## config.mk

```make
export PLATFORM = sky130hd
export DESIGN_NAME = nvm_erase_ctrl
export DESIGN_NICKNAME = d
export VERILOG_FILES = /design/src/rtl/nvm_erase_pkg.sv /design/src/rtl/nvm_key_seq.sv /design/src/rtl/nvm_erase_timer.sv /design/src/rtl/nvm_erase_ctrl.sv
export SDC_FILE = /design/constraint.sdc
export NUM_CORES = 1
export LEC_CHECK = 0
export ABC_AREA = 1
export BUFFER_PORTS_ARGS = -buffer_cell sky130_fd_sc_hd__buf_2
export CAP_MARGIN = 20
export CORE_MARGIN = 3
export CORE_UTILIZATION = 53
export CTS_BUF_LIST = sky130_fd_sc_hd__clkbuf_4
export DETAILED_ROUTE_END_ITERATION = 16
export PLACE_DENSITY = 0.79
export SLEW_MARGIN = 20
export SYNTH_ARGS = -nofsm -noshare
export SYNTH_HDL_FRONTEND = slang
export SYNTH_HIERARCHICAL = 1
export SYNTH_SLANG_ARGS = --single-unit
```

## constraint.sdc

```tcl
create_clock -name clk -period 1.8 [get_ports clk]
set_input_delay 0.18 -clock clk [delete_from_list [all_inputs] [get_ports clk]]
set_output_delay 0.18 -clock clk [all_outputs]
set_load 0.01 [all_outputs]
```

## src/rtl/nvm_erase_pkg.sv

```systemverilog
package nvm_erase_pkg;

    localparam int unsigned DW = 16;

    // register word offsets
    localparam int unsigned REG_CTRL = 0;
    localparam int unsigned REG_KEY  = 1;
    localparam int unsigned REG_ADDR = 2;
    localparam int unsigned REG_FLAG = 3;

    // control bit positions
    localparam int unsigned CB_START = 15;
    localparam int unsigned CB_WREN  = 14;
    localparam int unsigned CB_ERR   = 13;
    localparam int unsigned CB_ERASE = 6;

    localparam logic [3:0] OP_WORD = 4'h4;
    localparam logic [3:0] OP_ROW  = 4'h5;

    localparam logic [DW-1:0] KEY_FIRST  = 16'h0055;
    localparam logic [DW-1:0] KEY_SECOND = 16'h00AA;

    typedef enum logic [1:0] {
        KS_IDLE = 2'd0,
        KS_HALF = 2'd1,
        KS_OPEN = 2'd2
    } key_state_t;

    typedef struct packed {
        logic       wren;
        logic       err;
        logic       erase;
        logic [3:0] op;
    } ctrl_t;

    function automatic logic mode_valid(input logic [DW-1:0] w);
        return w[CB_WREN] && w[CB_ERASE] &&
               ((w[3:0] == OP_WORD) || (w[3:0] == OP_ROW));
    endfunction

    function automatic logic [DW-1:0] pack_ctrl(input logic busy, input ctrl_t c);
        logic [DW-1:0] r;
        r           = '0;
        r[CB_START] = busy;
        r[CB_WREN]  = c.wren;
        r[CB_ERR]   = c.err;
        r[CB_ERASE] = c.erase;
        r[3:0]      = c.op;
        return r;
    endfunction

endpackage

```

## src/rtl/nvm_key_seq.sv

```systemverilog
module nvm_key_seq
    import nvm_erase_pkg::*;
#(
    parameter int unsigned KEY_WIN = 5
) (
    input  logic          clk,
    input  logic          rst,
    input  logic          any_wr,
    input  logic          key_wr,
    input  logic [DW-1:0] wdata,
    output logic          unlocked
);
    localparam int unsigned WIN_W = $clog2(KEY_WIN + 1) + 1;

    key_state_t       state_q, state_d;
    logic [WIN_W-1:0] win_q, win_d;

    always_comb begin
        state_d = state_q;
        win_d   = win_q;
        if (state_q == KS_IDLE) begin
            if (key_wr && wdata == KEY_FIRST) begin
                state_d = KS_HALF;
                win_d   = WIN_W'(1);
            end
        end else begin
            if (any_wr) begin
                if (state_q == KS_HALF && key_wr && wdata == KEY_SECOND)
                    state_d = KS_OPEN;
                else
                    state_d = KS_IDLE;
            end
            win_d = win_q + WIN_W'(1);
            if (win_q >= WIN_W'(KEY_WIN))
                state_d = KS_IDLE;
        end
    end

    always_ff @(posedge clk) begin
        if (rst) begin
            state_q <= KS_IDLE;
            win_q   <= '0;
        end else begin
            state_q <= state_d;
            win_q   <= win_d;
        end
    end

    assign unlocked = (state_q == KS_OPEN);

endmodule

```

## src/rtl/nvm_erase_timer.sv

```systemverilog
module nvm_erase_timer #(
    parameter int unsigned CYC = 250000
) (
    input  logic clk,
    input  logic rst,
    input  logic start,
    output logic busy,
    output logic done
);
    localparam int unsigned CW = $clog2(CYC + 1);

    logic [CW-1:0] cnt_q;
    logic          busy_q;

    assign done = busy_q && (cnt_q == '0);
    assign busy = busy_q;

    always_ff @(posedge clk) begin
        if (rst) begin
            busy_q <= 1'b0;
            cnt_q  <= '0;
        end else if (!busy_q) begin
            if (start) begin
                busy_q <= 1'b1;
                cnt_q  <= CW'(CYC - 1);
            end
        end else if (done) begin
            busy_q <= 1'b0;
        end else begin
            cnt_q <= cnt_q - CW'(1);
        end
    end

endmodule

```

## src/rtl/nvm_erase_ctrl.sv

```systemverilog
module nvm_erase_ctrl
    import nvm_erase_pkg::*;
#(
    parameter int unsigned CLK_HZ    = 125_000_000,
    parameter int unsigned ERASE_US  = 2000,
    parameter int unsigned KEY_WIN   = 5,
    parameter int unsigned ADDR_W    = 10,
    parameter int unsigned ROW_WORDS = 32,
    parameter int unsigned BUS_AW    = 3
) (
    input  logic              clk,
    input  logic              rst,
    input  logic [BUS_AW-1:0] bus_addr,
    input  logic [DW-1:0]     bus_wdata,
    input  logic              bus_we,
    output logic [DW-1:0]     bus_rdata,
    output logic              ers_active,
    output logic              ers_row,
    output logic [ADDR_W-1:0] ers_addr,
    output logic              irq
);
    localparam int unsigned ERASE_CYC = (CLK_HZ / 1000) * ERASE_US / 1000;
    localparam logic [ADDR_W-1:0] ROW_MASK = ~(ADDR_W'(ROW_WORDS - 1));

    logic sel_ctrl, sel_key, sel_addr, sel_flag;
    assign sel_ctrl = (bus_addr == BUS_AW'(REG_CTRL));
    assign sel_key  = (bus_addr == BUS_AW'(REG_KEY));
    assign sel_addr = (bus_addr == BUS_AW'(REG_ADDR));
    assign sel_flag = (bus_addr == BUS_AW'(REG_FLAG));

    ctrl_t             ctrl_q;
    logic [ADDR_W-1:0] tgt_q;
    logic              flag_q;
    logic              row_q;
    logic [ADDR_W-1:0] ers_addr_q;

    logic busy, done, unlocked;
    logic ctrl_wr, start_req, start_ok, err_set;

    nvm_key_seq #(.KEY_WIN(KEY_WIN)) u_keys (
        .clk      (clk),
        .rst      (rst),
        .any_wr   (bus_we),
        .key_wr   (bus_we && sel_key),
        .wdata    (bus_wdata),
        .unlocked (unlocked)
    );

    nvm_erase_timer #(.CYC(ERASE_CYC)) u_timer (
        .clk   (clk),
        .rst   (rst),
        .start (start_ok),
        .busy  (busy),
        .done  (done)
    );

    assign ctrl_wr   = bus_we && sel_ctrl && !busy;
    assign start_req = ctrl_wr && bus_wdata[CB_START];
    assign start_ok  = start_req && unlocked && mode_valid(bus_wdata);
    assign err_set   = start_req && !start_ok;

    always_ff @(posedge clk) begin
        if (rst) begin
            ctrl_q <= '0;
        end else if (ctrl_wr) begin
            ctrl_q.wren  <= bus_wdata[CB_WREN];
            ctrl_q.erase <= bus_wdata[CB_ERASE];
            ctrl_q.op    <= bus_wdata[3:0];
            ctrl_q.err   <= err_set || (ctrl_q.err && bus_wdata[CB_ERR]);
        end
    end

    always_ff @(posedge clk) begin
        if (rst)
            tgt_q <= '0;
        else if (bus_we && sel_addr && !busy)
            tgt_q <= bus_wdata[ADDR_W-1:0];
    end

    always_ff @(posedge clk) begin
        if (rst) begin
            row_q      <= 1'b0;
            ers_addr_q <= '0;
        end else if (start_ok) begin
            row_q      <= (bus_wdata[3:0] == OP_ROW);
            ers_addr_q <= (bus_wdata[3:0] == OP_ROW) ? (tgt_q & ROW_MASK) : tgt_q;
        end
    end

    always_ff @(posedge clk) begin
        if (rst)
            flag_q <= 1'b0;
        else if (done)
            flag_q <= 1'b1;
        else if (bus_we && sel_flag && !bus_wdata[0])
            flag_q <= 1'b0;
    end

    always_comb begin
        bus_rdata = '0;
        if (sel_ctrl)
            bus_rdata = pack_ctrl(busy, ctrl_q);
        else if (sel_addr)
            bus_rdata = DW'(tgt_q);
        else if (sel_flag)
            bus_rdata = DW'(flag_q);
    end

    assign ers_active = busy;
    assign ers_row    = row_q;
    assign ers_addr   = ers_addr_q;
    assign irq        = flag_q;

endmodule

```

After elaboration in Yosys (flattened, before gate mapping)
Index checks and enable logic that the tools add are counted.
W data, S select, Z words.
{"block": "op_classes", "eq_ne": 11, "n_mux": 19, "n_reduce_logical": 31, "magnitude_cmp": 1, "addsub": 2}
{"operator": "$mux W18", "n": 3}
{"operator": "$logic_and A1 B1 Y1", "n": 18}
{"operator": "$logic_not A18 Y1", "n": 1}
{"operator": "$sub A18 B1 Y18 const B", "n": 1}
{"operator": "$eq A16 B7 Y1 const B", "n": 1}
{"operator": "$eq A16 B8 Y1 const B", "n": 1}
{"operator": "$mux W16", "n": 1}
{"operator": "$mux W10", "n": 1}
{"operator": "$mux W2", "n": 5}
{"operator": "$eq A4 B3 Y1 const B", "n": 2}
{"operator": "$mux W4", "n": 2}
{"operator": "$eq A3 B2 Y1 const B", "n": 2}
{"operator": "$mux W1", "n": 6}
{"operator": "$mux W5", "n": 1}
{"operator": "$add A4 B1 Y4 const B", "n": 1}
{"operator": "$ge A4 B3 Y1 const B", "n": 1}
{"operator": "$ne A2 B2 Y1 const B", "n": 2}
{"operator": "$reduce_and A2 Y1", "n": 2}
{"operator": "$reduce_bool A2 Y1", "n": 2}
{"operator": "$eq A3 B1 Y1 const B", "n": 1}
{"operator": "$logic_not A1 Y1", "n": 3}
{"operator": "$logic_not A3 Y1", "n": 1}
{"operator": "$reduce_bool A3 Y1", "n": 1}
{"operator": "$eq A2 B1 Y1 const B", "n": 1}
{"operator": "3 further kinds", "n": 4}
{"block": "totals", "output_inout_bits": 29, "reg_bits": 54, "input_bits": 22, "word_cells": 76}

Depth between registers and ports, before layout
{"block": "logic_depth", "word_depth": 9, "ltp_mapped": 14, "ltp_nobuf": 13}

By module
Netlist, hierarchy kept.
{"module": "nvm_erase_ctrl", "area_each_um2": 1372.6, "n_inst": 1, "cells_per_inst": 195, "seq_area_each_um2": 580.6}
{"module": "nvm_erase_timer", "area_each_um2": 1227.4, "n_inst": 1, "cells_per_inst": 195, "seq_area_each_um2": 380.4}
{"module": "nvm_key_seq", "area_each_um2": 459.2, "n_inst": 1, "cells_per_inst": 74, "seq_area_each_um2": 120.1}

Worst setup path after synthesis
Ideal clock, no wire load.
{"block": "synth_path", "kind": "register to register", "startpoint": "reg u_keys.state_q[1]", "endpoint": "reg u_timer.cnt_q[5]", "required_time_ns": 1.736, "n_path_buf": 2, "setup_ns": 0.064, "period_less_slack_ns": 1.790, "arrival_ns": 1.726, "setup_slack_ns": 0.010, "stages_incl_launch_ff": 14, "path_cell_list": "dfxtp_1 > inv_1 > nor2_1 > inv_1 > nor2_1 > nand3_2 > nor2_8 > buf_8 > or2_2 > nand2_4 > buf_6 > o21ai_0 > nand2_1 > nor2_1"}
{"block": "synth_via", "elab_chain_cells": 5}
{"element": "start: declaration", "line": "nvm_key_seq.sv:15", "rtl": "key_state_t state_q, state_d;"}
{"element": "start signal: assignment", "line": "nvm_key_seq.sv:44", "rtl": "state_q <= state_d;"}
{"element": "$eq A2 B2 Y1", "line": "nvm_key_seq.sv:49", "rtl": "assign unlocked = (state_q == KS_OPEN);"}
{"element": "named net unlocked", "line": "nvm_erase_ctrl.sv:37", "rtl": "logic busy, done, unlocked;"}
{"element": "$logic_and A1 B1 Y1 (2 in series)", "line": "nvm_erase_ctrl.sv:59", "rtl": "assign start_ok = start_req && unlocked && mode_valid(bus_wdata);"}
{"element": "named net start_ok", "line": "nvm_erase_ctrl.sv:38", "rtl": "logic ctrl_wr, start_req, start_ok, err_set;"}
{"element": "$reduce_bool A2 Y1 (no source line)"}
{"element": "$reduce_and A2 Y1 (no source line)"}
{"element": "end signal: assignment", "line": "nvm_erase_timer.sv:25", "rtl": "cnt_q <= CW'(CYC - 1);"}
{"element": "end signal: assignment", "line": "nvm_erase_timer.sv:30", "rtl": "cnt_q <= cnt_q - CW'(1);"}
{"element": "end: declaration", "line": "nvm_erase_timer.sv:12", "rtl": "logic [CW-1:0] cnt_q;"}
The timed path passes the listed nets, and every way through them passes these cells.
A chain may end at the register's enable or synchronous reset.

Final worst setup path
{"block": "layout_path", "startpoint": "reg u_keys.state_q[1]", "endpoint": "reg u_timer.cnt_q[5]"}
{"block": "layout_via", "elab_chain_cells": 5}
{"element": "$eq A2 B2 Y1", "line": "nvm_key_seq.sv:49"}
{"element": "named net unlocked", "line": "nvm_erase_ctrl.sv:37"}
{"element": "$logic_and A1 B1 Y1 (2 in series)", "line": "nvm_erase_ctrl.sv:59"}
{"element": "$reduce_bool A2 Y1 (no source line)"}
{"element": "$reduce_and A2 Y1 (no source line)"}
The timed path passes the listed nets, and every way through them passes these cells.

==> out/summary.log <==
[place] detailed placer's ending HPWL 5.37 mm
[setup_path] Worst EP arrival 1.99 ns
[drt] Routed WL per cell 11.7 um
[place] final weighted congestion in routability-driven placement 0.904
[drt] initial detailed-routing violation count 124
[run_status] result of the run finished, final reports clean
[drt] length of the first detailed-routing pass in iterations 4
[global_routing] initial antenna violation count 0
[synth] Seq cells post-synth 54
[finish] most frequent standard cell in the layout excluding fill and tap cells sky130_fd_sc_hd__nand2_1
[finish] P&R area growth vs syn 13.3%
[cts] Sink Count 54
[synth] cell area after synthesis 3060 um^2
[floorplanning] full die area 6720 um^2
[finish] Nets 545
[setup_path] kind of end point of the critical path register
[setup_path] Worst Path Required 2.14 ns
[floorplanning] count of boundary I/O pins 51
[global_routing] number of global-route vias before repair 2650
[floorplanning] floorplan row count 27
[cts] htree depth 2
[global_routing] first-pass GRT wire length 11.7 mm
[cts] root buffer selected by CTS sky130_fd_sc_hd__clkbuf_4
[sta] tightest hold margin 0.0744 ns
[pwr] Power per Cell Area 563 nW/um^2
[floorplanning] Initial Util 55.2%
[synth] mean instance size in the synthesized netlist 6.59 um^2
[sta] hold violation total from the final report 0
[place] count of buffers from port buffering 47
[global_routing] aggregate global routing overflow 0
[global_routing] total routing usage reported by global routing 22.0%
[sta] number of endpoints failing setup at the final stage 0
[flow_run] number of max-cap violations 0
[setup_path] path type of the worst setup path register to register
[drt] final wirelength 6.91 mm
[finish] highest-count cells in the layout ignoring fill and taps sky130_fd_sc_hd__nand2_1 (106), sky130_fd_sc_hd__nor2_1 (92), sky130_fd_sc_hd__inv_1 (56)
[synth] largest cells by area after synthesis sky130_fd_sc_hd__dfxtp_1 (35%), sky130_fd_sc_hd__nand2_1 (13%), sky130_fd_sc_hd__nor2_1 (11%)
[synth] count of mapped cells out of synthesis 464
[drt] ANT nets after route 0
[global_routing] largest net degree at the start of global routing 22
[sta] Final Max Slew Viols 0
[sta] setup clock skew after layout 0.0104 ns
[synth] synthesis warning total 6
[finish] design area 3460 um^2
[finish] # diodes 0
[sta] transition time at the pin with the least slew margin 0.516 ns
[floorplanning] height of the die 82.0 um
[cts] Max clock buf depth 2
[cts] Reg clk slew, reported paths 0.16 ns
[synth] largest area contributor in the synthesized netlist sky130_fd_sc_hd__dfxtp_1
[sta] setup TNS 0 ns
[setup_path] maximum fanout along the worst path 12
[drt] number of vias per cell after detailed routing 4.88
[synth] proportion of netlist area held by the largest area contributor 35.3%
[sta] Fmax achieved 606 MHz
[cts] worst-skew pair later-pin latency 0.39 ns
[sta] fraction of the cycle the final worst path needs 91.7%
[synth] sequential element share of the synthesized area 35.3%
[cts] count of hold-fix buffers inserted at cts 0
[pwr] worst vdd ir 0.000390 V
[drt] post-route DRC violation count 0
[sta] post-route minimum period 1.65 ns
[floorplanning] Die Wd 82.0 um
[drt] total vias in the final route 2891
[floorplanning] area inside the core boundary 5540 um^2
[pwr] leakage power total 1.73 nW
[sta] Max-slew headroom 65.6%
[synth] count of distinct cell types in the synthesized netlist 34
[cts] CTS tree done
[place] instance area at placement 3370 um^2
[setup_path] Worst setup SP type register
[cts] cts bufs inserted 5
[worst_hold_path] HP Class primary input to register
[finish] share of final-layout standard cells stronger than drive strength 1 21.3%
registers in the layout (all words and copies together) (netlist names):
| name | cells |
|---|---|
| ctrl_q | 7 |
| ers_addr | 10 |
| ers_row | 1 |
| irq | 1 |
| tgt_q | 10 |
| u_keys/state_q | 2 |
| u_keys/win_q | 4 |
| u_timer/busy | 1 |
| u_timer/cnt_q | 18 |
path summary, 6_finish.rpt:
check,endpoint,cells after the start,slack (ns),from
max,u_timer/cnt_q[5],12,0.15,u_keys/state_q[1]
min reg2reg,ctrl_q[6],2,0.48,ctrl_q[6]
max reg2reg,u_timer/cnt_q[5],12,0.15,u_keys/state_q[1]
min,ctrl_q[3],3,0.07,bus_wdata[3]
through the flow:
stage | setup WS (ns) | power, W | std cells | util [%]
3_5_place_dp | 0.0738 | 0.00139 | 583 | 60.8
2_1_floorplan | 0.0102 | 0.00133 | 466 | -
4_1_cts | 0.0293 | 0.00198 | 591 | 62.0
6_report | 0.149 | 0.00195 | 592 | 62.5
3_3_place_gp | 0.164 | 0.00139 | 583 | 60.8
5_1_grt | -0.00619 | 0.00203 | 592 | 62.5
report_power, final:
group	switching (W)	leakage, nW	internal, W
clock	0.000414	0.0373	0.000168
sequential	0.00000568	0.436	0.00121
combinational	0.000103	1.25	0.0000506
logic make-up after synthesis:
group | share of synthesized area [%]
and+or+nand+nor | 40.2
buffers and inverters | 10.9
AOI/OAI and AO/OA | 11.2
DFF | 35.3
adders and majority gates | 1.64
xor gates and xnor gates | 0.573
other | 0.123
Yosys cell counts:
cell type                  number
sky130_fd_sc_hd__inv_2          7
sky130_fd_sc_hd__buf_4          3
sky130_fd_sc_hd__a21oi_1       23
sky130_fd_sc_hd__nand2_2        4
sky130_fd_sc_hd__ha_1           4
sky130_fd_sc_hd__nor2_8         2
sky130_fd_sc_hd__nand4_4        1
sky130_fd_sc_hd__a21oi_2        8
sky130_fd_sc_hd__nor2_4         3
sky130_fd_sc_hd__nand3_2        3
sky130_fd_sc_hd__nor2_2         7
sky130_fd_sc_hd__xor2_1         1
sky130_fd_sc_hd__nand3_1       31
sky130_fd_sc_hd__or2_2          4
sky130_fd_sc_hd__buf_8          1
sky130_fd_sc_hd__nand4_1        3
sky130_fd_sc_hd__inv_1         56
sky130_fd_sc_hd__buf_1          1
sky130_fd_sc_hd__nor2_1        92
sky130_fd_sc_hd__o21ai_0       23
sky130_fd_sc_hd__nand3_4        1
sky130_fd_sc_hd__o21ai_2        1
sky130_fd_sc_hd__o21bai_1       2
sky130_fd_sc_hd__xnor2_1        1
sky130_fd_sc_hd__conb_1         1
sky130_fd_sc_hd__clkbuf_1       3
sky130_fd_sc_hd__o221ai_1       1
sky130_fd_sc_hd__dfxtp_1       54
sky130_fd_sc_hd__o21ai_1        2
sky130_fd_sc_hd__nor3b_1        1
sky130_fd_sc_hd__nor3_1         7
sky130_fd_sc_hd__buf_6          4
sky130_fd_sc_hd__nand2_1      106
sky130_fd_sc_hd__nand2_4        3
layer usage:
metal	global-route usage (%)	share of wire, %
met3	3.51	4.6
met2	36.8	46
met1	29.2	48
met4	6.31	1.2
met5	0	0
area by class of cell:
class / count / area (um^2)
tap: 72 / 90.1
sequential: 54 / 1080
clock inverter: 3 / 28.8
fill: 514 / 2080
timing repair buffer: 58 / 322
multi-input combinational: 337 / 1660
clock buffer: 5 / 37.5
inverter: 63 / 241
repair_timing:
action	CTS	global route
resized for setup	0	8
endpoints found under the setup margin	0	13
setup buffers	0	1
worst max-delay path: stages (launching register included):
cell	delay (ns)
sky130_fd_sc_hd__dfxtp_2	0.35
sky130_fd_sc_hd__inv_1	0.05
sky130_fd_sc_hd__nor2_1	0.08
sky130_fd_sc_hd__inv_1	0.04
sky130_fd_sc_hd__nor2_1	0.10
sky130_fd_sc_hd__nand3_2	0.14
sky130_fd_sc_hd__nor2_8	0.13
sky130_fd_sc_hd__or2_4	0.15
sky130_fd_sc_hd__nand2_8	0.09
sky130_fd_sc_hd__buf_6	0.16
sky130_fd_sc_hd__o21ai_0	0.15
sky130_fd_sc_hd__nand2_1	0.07
sky130_fd_sc_hd__nor2_1	0.09
Note: power is estimated with default switching activity, not from simulation.
